**config.mk**
```make
export PLATFORM = sky130hd
export DESIGN_NAME = gft_mul_top
export DESIGN_NICKNAME = d
export VERILOG_FILES = /design/src/rtl/gft_pkg.sv /design/src/rtl/gft_sub_mul.sv /design/src/rtl/gft_tower_mul.sv /design/src/rtl/gft_opsel.sv /design/src/rtl/gft_out_stage.sv /design/src/rtl/gft_mul_top.sv
export SDC_FILE = /design/constraint.sdc
export NUM_CORES = 1
export LEC_CHECK = 0
export BUFFER_PORTS_ARGS = -buffer_cell sky130_fd_sc_hd__buf_4
export CORE_MARGIN = 3
export CORE_UTILIZATION = 34
export DETAILED_ROUTE_END_ITERATION = 16
export GPL_ROUTABILITY_DRIVEN = 1
export MAX_ROUTING_LAYER = met4
export PLACE_DENSITY = 0.62
export SYNTH_ARGS = -nofsm -noshare
export SYNTH_HDL_FRONTEND = slang
export SYNTH_SLANG_ARGS = --single-unit
```
**constraint.sdc**
```tcl
create_clock -name clk -period 1.6 [get_ports clk]
set_clock_uncertainty 0.1 [all_clocks]
set_input_delay 0.08 -clock clk [delete_from_list [all_inputs] [get_ports clk]]
set_output_delay 0.08 -clock clk [all_outputs]
set_load 0.02 [all_outputs]
```
**src/rtl/gft_pkg.sv**
```systemverilog
package gft_pkg;
  typedef enum logic [1:0] {
    GFT_MUL     = 2'd0,
    GFT_STEP    = 2'd1,
    GFT_SUB     = 2'd2,
    GFT_MUL_ALT = 2'd3
  } gft_mode_e;
endpackage

```
**src/rtl/gft_sub_mul.sv**
```systemverilog
// Combinational multiplier in GF(2^W). Unrolled shift-and-add: the
// running multiple of b is doubled and reduced once per bit of a.
module gft_sub_mul #(
  parameter int unsigned W = 6,
  parameter logic [W:0]  POLY = 7'h43
) (
  input  logic [W-1:0] a,
  input  logic [W-1:0] b,
  output logic [W-1:0] p
);
  localparam logic [W-1:0] RED = POLY[W-1:0];

  logic [W-1:0] acc  [W+1];
  logic [W-1:0] mult [W+1];

  assign acc[0]  = '0;
  assign mult[0] = b;

  for (genvar i = 0; i < W; i++) begin : g_bit
    assign acc[i+1]  = a[i] ? (acc[i] ^ mult[i]) : acc[i];
    assign mult[i+1] = {mult[i][W-2:0], 1'b0} ^ (mult[i][W-1] ? RED : '0);
  end

  assign p = acc[W];
endmodule

```
**src/rtl/gft_tower_mul.sv**
```systemverilog
// Product in GF((2^S)^2) built from four subfield multiplications.
module gft_tower_mul #(
  parameter int unsigned      SUB_W = 6,
  parameter logic [SUB_W:0]   POLY  = 7'h43,
  parameter logic [SUB_W-1:0] EXT_K = 6'h21
) (
  input  logic [2*SUB_W-1:0] a,
  input  logic [2*SUB_W-1:0] b,
  output logic [2*SUB_W-1:0] p
);
  localparam int unsigned FW = 2 * SUB_W;

  logic [SUB_W-1:0] ah, al, bh, bl;
  logic [SUB_W-1:0] p_cross, p_low, p_high, p_scaled;

  assign ah = a[FW-1:SUB_W];
  assign al = a[SUB_W-1:0];
  assign bh = b[FW-1:SUB_W];
  assign bl = b[SUB_W-1:0];

  gft_sub_mul #(.W(SUB_W), .POLY(POLY)) u_cross (.a(ah ^ al), .b(bh ^ bl), .p(p_cross));
  gft_sub_mul #(.W(SUB_W), .POLY(POLY)) u_low   (.a(al),      .b(bl),      .p(p_low));
  gft_sub_mul #(.W(SUB_W), .POLY(POLY)) u_high  (.a(ah),      .b(bh),      .p(p_high));
  gft_sub_mul #(.W(SUB_W), .POLY(POLY)) u_scale (.a(p_high),  .b(EXT_K),   .p(p_scaled));

  assign p = {p_cross ^ p_low, p_scaled ^ p_low};

  // zero absorbs, 1 is the identity
  always_comb begin
    p_zero_r4: assert ((a != '0 && b != '0) || p == '0)
      else $error("zero operand gave nonzero product");
    p_ident_r4: assert (b != FW'(1) || p == a)
      else $error("identity operand changed the other operand");
  end
endmodule

```
**src/rtl/gft_opsel.sv**
```systemverilog
// Maps the mode onto multiplier operands and the zero-step override.
module gft_opsel
  import gft_pkg::*;
#(
  parameter int unsigned        SUB_W  = 6,
  parameter logic [2*SUB_W-1:0] STEP_K = 12'hE01
) (
  input  gft_mode_e          mode,
  input  logic [2*SUB_W-1:0] opa,
  input  logic [2*SUB_W-1:0] opb,
  output logic [2*SUB_W-1:0] mul_a,
  output logic [2*SUB_W-1:0] mul_b,
  output logic               force_one
);
  localparam int unsigned FW = 2 * SUB_W;

  always_comb begin
    mul_a     = opa;
    mul_b     = opb;
    force_one = 1'b0;
    unique case (mode)
      GFT_STEP: begin
        mul_b     = STEP_K;
        force_one = (opa == '0);
      end
      GFT_SUB: begin
        mul_a = {{(FW-SUB_W){1'b0}}, opa[SUB_W-1:0]};
        mul_b = {{(FW-SUB_W){1'b0}}, opb[SUB_W-1:0]};
      end
      default: ;
    endcase
  end
endmodule

```
**src/rtl/gft_out_stage.sv**
```systemverilog
// Single register slice with valid/ready on both sides.
module gft_out_stage #(
  parameter int unsigned W = 12
) (
  input  logic         clk,
  input  logic         rst_n,
  input  logic         in_valid,
  output logic         in_ready,
  input  logic [W-1:0] in_data,
  output logic         out_valid,
  input  logic         out_ready,
  output logic [W-1:0] out_data
);
  assign in_ready = !out_valid || out_ready;

  always_ff @(posedge clk or negedge rst_n) begin
    if (!rst_n) begin
      out_valid <= 1'b0;
      out_data  <= '0;
    end else if (in_ready) begin
      out_valid <= in_valid;
      if (in_valid) out_data <= in_data;
    end
  end

  p_lat_r9: assert property (@(posedge clk) disable iff (!rst_n)
    in_valid && in_ready |=> out_valid)
    else $error("accepted item not presented next cycle");
  p_drain_r9: assert property (@(posedge clk) disable iff (!rst_n)
    !in_valid && in_ready |=> !out_valid)
    else $error("output valid without an accepted item");
  p_hold_r10: assert property (@(posedge clk) disable iff (!rst_n)
    out_valid && !out_ready |=> out_valid && $stable(out_data))
    else $error("stalled product changed");
endmodule

```
**src/rtl/gft_mul_top.sv**
```systemverilog
module gft_mul_top
  import gft_pkg::*;
#(
  parameter int unsigned        SUB_W  = 6,
  parameter logic [SUB_W:0]     POLY   = 7'h43,
  parameter logic [SUB_W-1:0]   EXT_K  = 6'h21,
  parameter logic [2*SUB_W-1:0] STEP_K = 12'hE01
) (
  input  logic               clk,
  input  logic               rst_n,
  input  logic               in_valid,
  output logic               in_ready,
  input  logic [1:0]         mode,
  input  logic [2*SUB_W-1:0] opa,
  input  logic [2*SUB_W-1:0] opb,
  output logic               out_valid,
  input  logic               out_ready,
  output logic [2*SUB_W-1:0] product
);
  localparam int unsigned FW = 2 * SUB_W;

  gft_mode_e      mode_e;
  logic [FW-1:0]  mul_a, mul_b, mul_p, result;
  logic           force_one;

  assign mode_e = gft_mode_e'(mode);

  gft_opsel #(.SUB_W(SUB_W), .STEP_K(STEP_K)) u_opsel (
    .mode(mode_e), .opa(opa), .opb(opb),
    .mul_a(mul_a), .mul_b(mul_b), .force_one(force_one)
  );

  gft_tower_mul #(.SUB_W(SUB_W), .POLY(POLY), .EXT_K(EXT_K)) u_mul (
    .a(mul_a), .b(mul_b), .p(mul_p)
  );

  assign result = force_one ? FW'(1) : mul_p;

  gft_out_stage #(.W(FW)) u_stage (
    .clk(clk), .rst_n(rst_n),
    .in_valid(in_valid), .in_ready(in_ready), .in_data(result),
    .out_valid(out_valid), .out_ready(out_ready), .out_data(product)
  );

  // a step never yields zero
  p_step_nz_r6: assert property (@(posedge clk) disable iff (!rst_n)
    in_valid && in_ready && mode == GFT_STEP |=> product != '0)
    else $error("generator step produced zero");
  // subfield results have an empty high digit
  p_sub_hi_r7: assert property (@(posedge clk) disable iff (!rst_n)
    in_valid && in_ready && mode == GFT_SUB |=> product[FW-1:SUB_W] == '0)
    else $error("subfield product has high bits set");
endmodule

```
==> results.sh, run 1 <==
export IMPL_clock_fmax_mhz=430
export IMPL_p_int_mw=2.31
export IMPL_violations="setup timing"
export IMPL_synth_area_mm2=0.00302
export IMPL_synth_xor_area_share_pct=34.2
export IMPL_status="finished, violations left"
export IMPL_peakVddDrop_mv=0.348
export IMPL_gp_congestion=0.893
export IMPL_clk_latency_ns=0.24
export IMPL_cp_top_family="XOR/XNOR gates"
export IMPL_leakage_nw=2.18
export IMPL_layout_commonest_cell="buf_4"
export IMPL_synth_seq_cells=13
export IMPL_synth_compound_area_share_pct=20.3
export IMPL_synthAdderAreaFrac_pct=1.24
export IMPL_crit_start="mode[1]"
export IMPL_start_kind="input port"
export IMPL_reg2reg_depth=6
export IMPL_setup_tns_ns=-6.26
export IMPL_arrival_ns=2.35
export IMPL_period_share_pct=145
export IMPL_synth_mux_area_share_pct=2.74
export IMPL_synth_ff_type="dfrtp_1"
export IMPL_cts_buffers=3
export IMPL_grt_pass1_vias=3366
export IMPL_hold_path_class="in -> reg"
export IMPL_finalHoldViolCount=0
export IMPL_final_max_slew_viol_count=0
export IMPL_rsz0062_at_grt="yes"
export IMPL_max_stage_delay_ns=0.37
export IMPL_p_clk_share_pct=7.2
export IMPL_min_period_ns=2.33
export IMPL_multi_input_area_mm2=0.00284
export IMPL_grt_antenna_before_repair=0
export IMPL_antenna_left=0
export IMPL_worst_path_max_fanout=6
export IMPL_postSynthCellCount=421
export IMPL_fillCellCount=758
export IMPL_grt_pass1_wl_mm=16.3
export IMPL_cp_num_buf_inv=5
export IMPL_synth_top_family_by_area="XOR/XNOR gates"
export IMPL_initial_core_util_pct=35.8
export IMPL_yosys_area_share_simple_pct=24.4
export IMPL_path_depth=13
export IMPL_p_sw_share_pct=41.9
export IMPL_syn_avg_cell_area_um2=7.16
export IMPL_vias=3471
export IMPL_clkTransAtPathRegs_ns=0.05
export IMPL_cts_tree="built"
export IMPL_min_path_cells=3
export IMPL_p_sw_mw=1.67
export IMPL_final_cell_mix="buf_4 (149), nand2_1 (73), xnor2_1 (64), nor2_1 (28), xor2_1 (28)"
export IMPL_num_io_pins=44
export IMPL_yosysSeqAreaShare_pct=10.8
export IMPL_drt_drc_violations_left=0
export IMPL_grt_usage_pct=20.1
export IMPL_final_setup_worst_slack_ns=-0.726
export IMPL_ys_warn_count=0
export IMPL_cp_slowest_cell="xnor3_1"
export IMPL_critical_path_class="in -> reg"
export IMPL_async_flop_share_pct=100
export IMPL_relSlewSlack_pct=68.7
export IMPL_area_delta_synth_final_pct=61.0
export IMPL_drive_above_1_share_pct=42.0
export IMPL_required_ns=1.63
export IMPL_cts_sinks=13
export IMPL_fp_dieH_um=100
export IMPL_grt_max_degree=14
export IMPL_power_frac_seq_pct=14.1
export IMPL_drtPass1Iterations=5
export IMPL_die_width_um=100
export IMPL_clock_path_buffers=2
export IMPL_gr_total_overflow=0
export IMPL_coreArea_mm2=0.00842
export IMPL_synth_edf_count=0
export IMPL_dp_hpwl_mm=7.66
export IMPL_end_kind="register"
export IMPL_htreeDepth=1
export IMPL_wl_per_cell_um=14.9
export IMPL_antennaDiodeCount=0
export IMPL_setup_viol=12
export IMPL_final_area_mm2=0.00485
export IMPL_root_buffer="clkbuf_8"
export IMPL_synth_cell_types=56
export IMPL_max_cap_violations=0
export IMPL_die_area_mm2=0.0100
export IMPL_io_buffers=43
export IMPL_fin_nets=601
export IMPL_p_comb_share_pct=78.7
export IMPL_path_cells="buf_8 > ha_4 > buf_4 > buf_6 > buf_4 > buf_4 > a22oi_2 > nor2_1 > xnor2_1 > xnor2_1 > xnor2_1 > xnor3_1 > a22o_1"
export IMPL_synth_nets=454
export IMPL_worst_slew_pin_transition_ns=0.466
export IMPL_num_rows=33
export IMPL_hp_start="out_ready"
export IMPL_final_seq_area_um2=325
export IMPL_first_iter_violations=166
export IMPL_power_density_mw_per_mm2=819
export IMPL_placed_area_mm2=0.00425
export IMPL_r2r_start="u_stage.out_valid"
export IMPL_via_per_inst=5.17
export IMPL_drt_total_wl_mm=10.0
per-stage QoR:
| step | total power, mW | instances | util (%) | setup WS (ns) | hold WS [ns] |
|---|---|---|---|---|---|
| 2_1_floorplan | 2.25 | 421 | - | -0.783 | -0.316 |
| 5_1_grt | 4.26 | 672 | 57.6 | -0.850 | 0.113 |
| 6_report | 3.98 | 672 | 57.6 | -0.726 | 0.0826 |
| 3_3_place_gp | 3.27 | 651 | 50.5 | -0.879 | -0.169 |
| 4_1_cts | 3.80 | 665 | 54.5 | -0.649 | 0.0944 |
| 3_5_place_dp | 3.33 | 651 | 50.5 | -0.950 | -0.167 |
what timing repair did:
item                                    in CTS  in global routing
endpoints found under the hold margin       14                  0
resized for setup                           41                 50
setup buffers                                6                  9
hold buffers                                 2                  0
gates cloned                                 2                  2
endpoints found under the setup margin      12                 12
pin swaps                                   30                 48
cell type report:
class / instances / area share [%]
clock buffers: 4 / 0.928
flip-flops and latches: 13 / 6.70
well taps: 105 / 2.71
inverters: 12 / 1.08
repair buffers: 172 / 30.1
multi-input cells: 366 / 58.5
power by group through the flow:
stage               clock network [mW]  registers [mW]  logic, mW
floorplan                            0           0.723       1.53
global placement                     0           0.562       2.71
detailed placement                   0           0.571       2.76
CTS                              0.292           0.565       2.94
global route                     0.304           0.579       3.37
finish                           0.285           0.560       3.13
cell families after synthesis:
group           count (synthesis)
xor+xnor                      110
mux                             8
fa+ha+maj                       3
buf+inv                        42
compound gates                 85
simple gates                  160
flops                          13
Yosys cell counts (4+ instances only):
master	number	area, um2
a22oi_1	7	52.6
nor2b_1	6	37.5
nand2b_1	6	37.5
a211oi_1	7	52.6
buf_2	7	35.0
o221ai_1	4	35.0
a21oi_1	13	65.1
mux2i_1	6	60.1
xnor3_1	5	113
nor2_1	37	139
o21ai_0	18	90.1
nand3_1	8	40.0
o22ai_1	10	62.6
dfrtp_1	13	325
xnor2_1	74	648
clkbuf_1	18	67.6
and3_1	4	25.0
xor2_1	31	272
inv_1	12	45.0
nand2_1	77	289
routing by layer:
| metal | up-vias | track usage (%) | wire length (um) |
|---|---|---|---|
| met5 | - | - | 0 |
| met4 | 0 | 3.63 | 65 |
| met3 | 6 | 1.32 | 443 |
| met2 | 103 | 33.9 | 5080 |
| met1 | 1639 | 26.7 | 4440 |
| li1 | 1723 | - | - |
worst paths after layout:
path,slack (ns),to
min,0.08,u_stage.out_valid
min in group asynchronous,0.12,u_stage.out_valid
max in group asynchronous,1.12,u_stage.out_data[7]
max reg2reg,0.06,u_stage.out_data[3]
max,-0.73,u_stage.out_data[9]
min reg2reg,0.38,u_stage.out_data[11]
worst reg2reg max path: stages, from the launching register on:
cell	delay [ns]
dfrtp_1	0.38
nand2b_1	0.13
nand2_1	0.11
nor2_1	0.22
inv_1	0.12
buf_12	0.15
o31ai_1	0.23
flip-flops by register name (all words and copies together) (netlist names):
| register | cells |
|---|---|
| u_stage.out_data | 12 |
| u_stage.out_valid | 1 |
No activity file was read; power rests on OpenSTA's default activity.
==> inputs of run 2 (changes only) <==
CTS_CLUSTER_SIZE = 20   (was default)
RECOVER_POWER = 50   (was default)
==> run 2 against run 1 <==
  * The run still ends with setup timing left
  * Cell count did not move
  * Global-route usage did not move
  * Via count fell by 0.29%
  * Sequential power barely moved
  * Core utilization fell by 0.089 points
  * Hold slack barely moved
  * Combinational power barely moved
  * Largest cell class unchanged
==> results.sh, run 2 (synthesis results as in run 1) <==
export IMPL_relSlewSlack_pct=54.3
export IMPL_clock_path_buffers=2
export IMPL_min_period_ns=2.33
export IMPL_drt_drc_violations_left=0
export IMPL_status="finished, violations left"
export IMPL_rsz0062_at_grt="yes"
export IMPL_root_buffer="clkbuf_8"
export IMPL_gp_congestion=0.893
export IMPL_finalHoldViolCount=0
export IMPL_first_iter_violations=180
export IMPL_end_kind="register"
export IMPL_fin_cells=672
export IMPL_peakVddDrop_mv=0.348
export IMPL_io_buffers=43
export IMPL_wl_per_cell_um=14.9
export IMPL_fp_dieH_um=100
export IMPL_final_max_slew_viol_count=0
export IMPL_max_cap_violations=0
export IMPL_required_ns=1.67
export IMPL_worst_slew_pin_transition_ns=0.686
export IMPL_initial_core_util_pct=35.8
export IMPL_clk_latency_ns=0.24
export IMPL_finalPower_mw=3.97
export IMPL_violations="setup timing"
export IMPL_grt_max_degree=14
export IMPL_drt_total_wl_mm=10.0
export IMPL_final_cell_mix="buf_4 (147), nand2_1 (73), xnor2_1 (64), nor2_1 (28), xor2_1 (28)"
export IMPL_start_kind="input port"
export IMPL_worst_path_max_fanout=6
export IMPL_grt_pass1_wl_mm=16.3
export IMPL_hold_slack_ns=0.0829
export IMPL_final_area_mm2=0.00485
export IMPL_antennaDiodeCount=0
export IMPL_leakage_nw=2.17
export IMPL_reg_top3="u_stage.out_data x12, u_stage.out_valid x1"
export IMPL_die_area_mm2=0.0100
export IMPL_regMostFlops="u_stage.out_data"
export IMPL_pre_cts_slack_ns=-0.950
export IMPL_arrival_ns=2.40
export IMPL_grt_busiest_layer="met2"
export IMPL_grt_pass1_vias=3366
export IMPL_critical_path_class="in -> reg"
export IMPL_setup_tns_ns=-6.24
export IMPL_gr_total_overflow=0
export IMPL_grt_usage_pct=20.1
export IMPL_coreArea_mm2=0.00842
export IMPL_period_share_pct=145
export IMPL_fin_util_pct=57.5
export IMPL_htreeDepth=1
export IMPL_num_rows=33
export IMPL_setup_viol=12
export IMPL_clock_fmax_mhz=430
export IMPL_hold_path_class="in -> reg"
export IMPL_die_width_um=100
export IMPL_cts_tree="built"
export IMPL_vias=3461
export IMPL_dp_cells=651
export IMPL_use_met3_pct=1.32
export IMPL_cts_buffers=3
export IMPL_num_io_pins=44
export IMPL_cp_slowest_cell="or3_1"
export IMPL_dp_hpwl_mm=7.66
export IMPL_drtPass1Iterations=4
export IMPL_max_stage_delay_ns=0.37
export IMPL_layout_commonest_cell="buf_4"
export IMPL_fin_nets=601
export IMPL_placed_area_mm2=0.00425
export IMPL_area_delta_synth_final_pct=60.7
export IMPL_largest_reg_flops=12
export IMPL_drive_above_1_share_pct=41.6
export IMPL_use_met1_pct=26.7
export IMPL_final_setup_worst_slack_ns=-0.726
export IMPL_clkTransAtPathRegs_ns=0.05
export IMPL_gr_usage_met2_pct=33.9
export IMPL_cts_sinks=13
export IMPL_path_cells="buf_8 > inv_8 > ha_4 > buf_4 > and2b_2 > a221oi_4 > buf_12 > xnor2_2 > or3_1 > o221ai_1 > xor2_1 > a2111o_1 > nand3_1"
export IMPL_via_per_inst=5.15
export IMPL_power_density_mw_per_mm2=820
export IMPL_antenna_left=0
export IMPL_grt_antenna_before_repair=0
## run 2: cell types whose count changed in the layout (fill, tap and decap cells not counted)
cell / change
buf_4: -2
clkbuf_1: +2
## run 2: final timing paths
check | start | to | slack [ns] | cells past startpoint
setup / recovery | mode[0] | u_stage.out_data[10] | -0.73 | 13
hold / removal | out_ready | u_stage.out_valid | 0.08 | 3
setup reg to reg | u_stage.out_valid | u_stage.out_data[3] | 0.06 | 6
hold reg to reg | u_stage.out_data[11] | u_stage.out_data[11] | 0.38 | 2
max in group asynchronous | rst_n | u_stage.out_data[7] | 0.67 | 2
min in group asynchronous | rst_n | u_stage.out_valid | 0.29 | 2
## run 2: cell type report
cell class | count | area [um2]
Clock buffer | 4 | 45.0
Sequential cell | 13 | 325
Tap cell | 105 | 131
Inverter | 12 | 52.6
Multi-Input combinational cell | 366 | 2840
Fill cell | 757 | 3580
Timing Repair Buffer | 172 | 1450
## run 2: what timing repair did
item / in CTS / in global routing
gates resized for setup: 41 / 50
pin swaps: 30 / 48
hold buffers: 2 / 0
endpoints found under the hold margin: 14 / 0
endpoints found under the setup margin: 12 / 12
cloned: 2 / 2
buffers inserted: 6 / 9
## run 2: power by group
group / internal, mW / leakage [nW] / switching [mW]
logic: 1.66 / 1.99 / 1.47
clock network: 0.175 / 0.0228 / 0.110
registers: 0.472 / 0.158 / 0.0878
## run 2: routing by layer
metal | vias up | routed length, um
met5 | - | 0
met4 | 0 | 57
met3 | 4 | 462
met2 | 94 | 5080
met1 | 1639 | 4400
li1 | 1724 | -
## run 2: worst max-delay path: cells and delay by family
kind,cells,cell delay [ns]
simple gates,3,0.67
compound gates,3,0.75
buf+inv,4,0.39
fa+ha+maj,1,0.27
xor+xnor,2,0.22
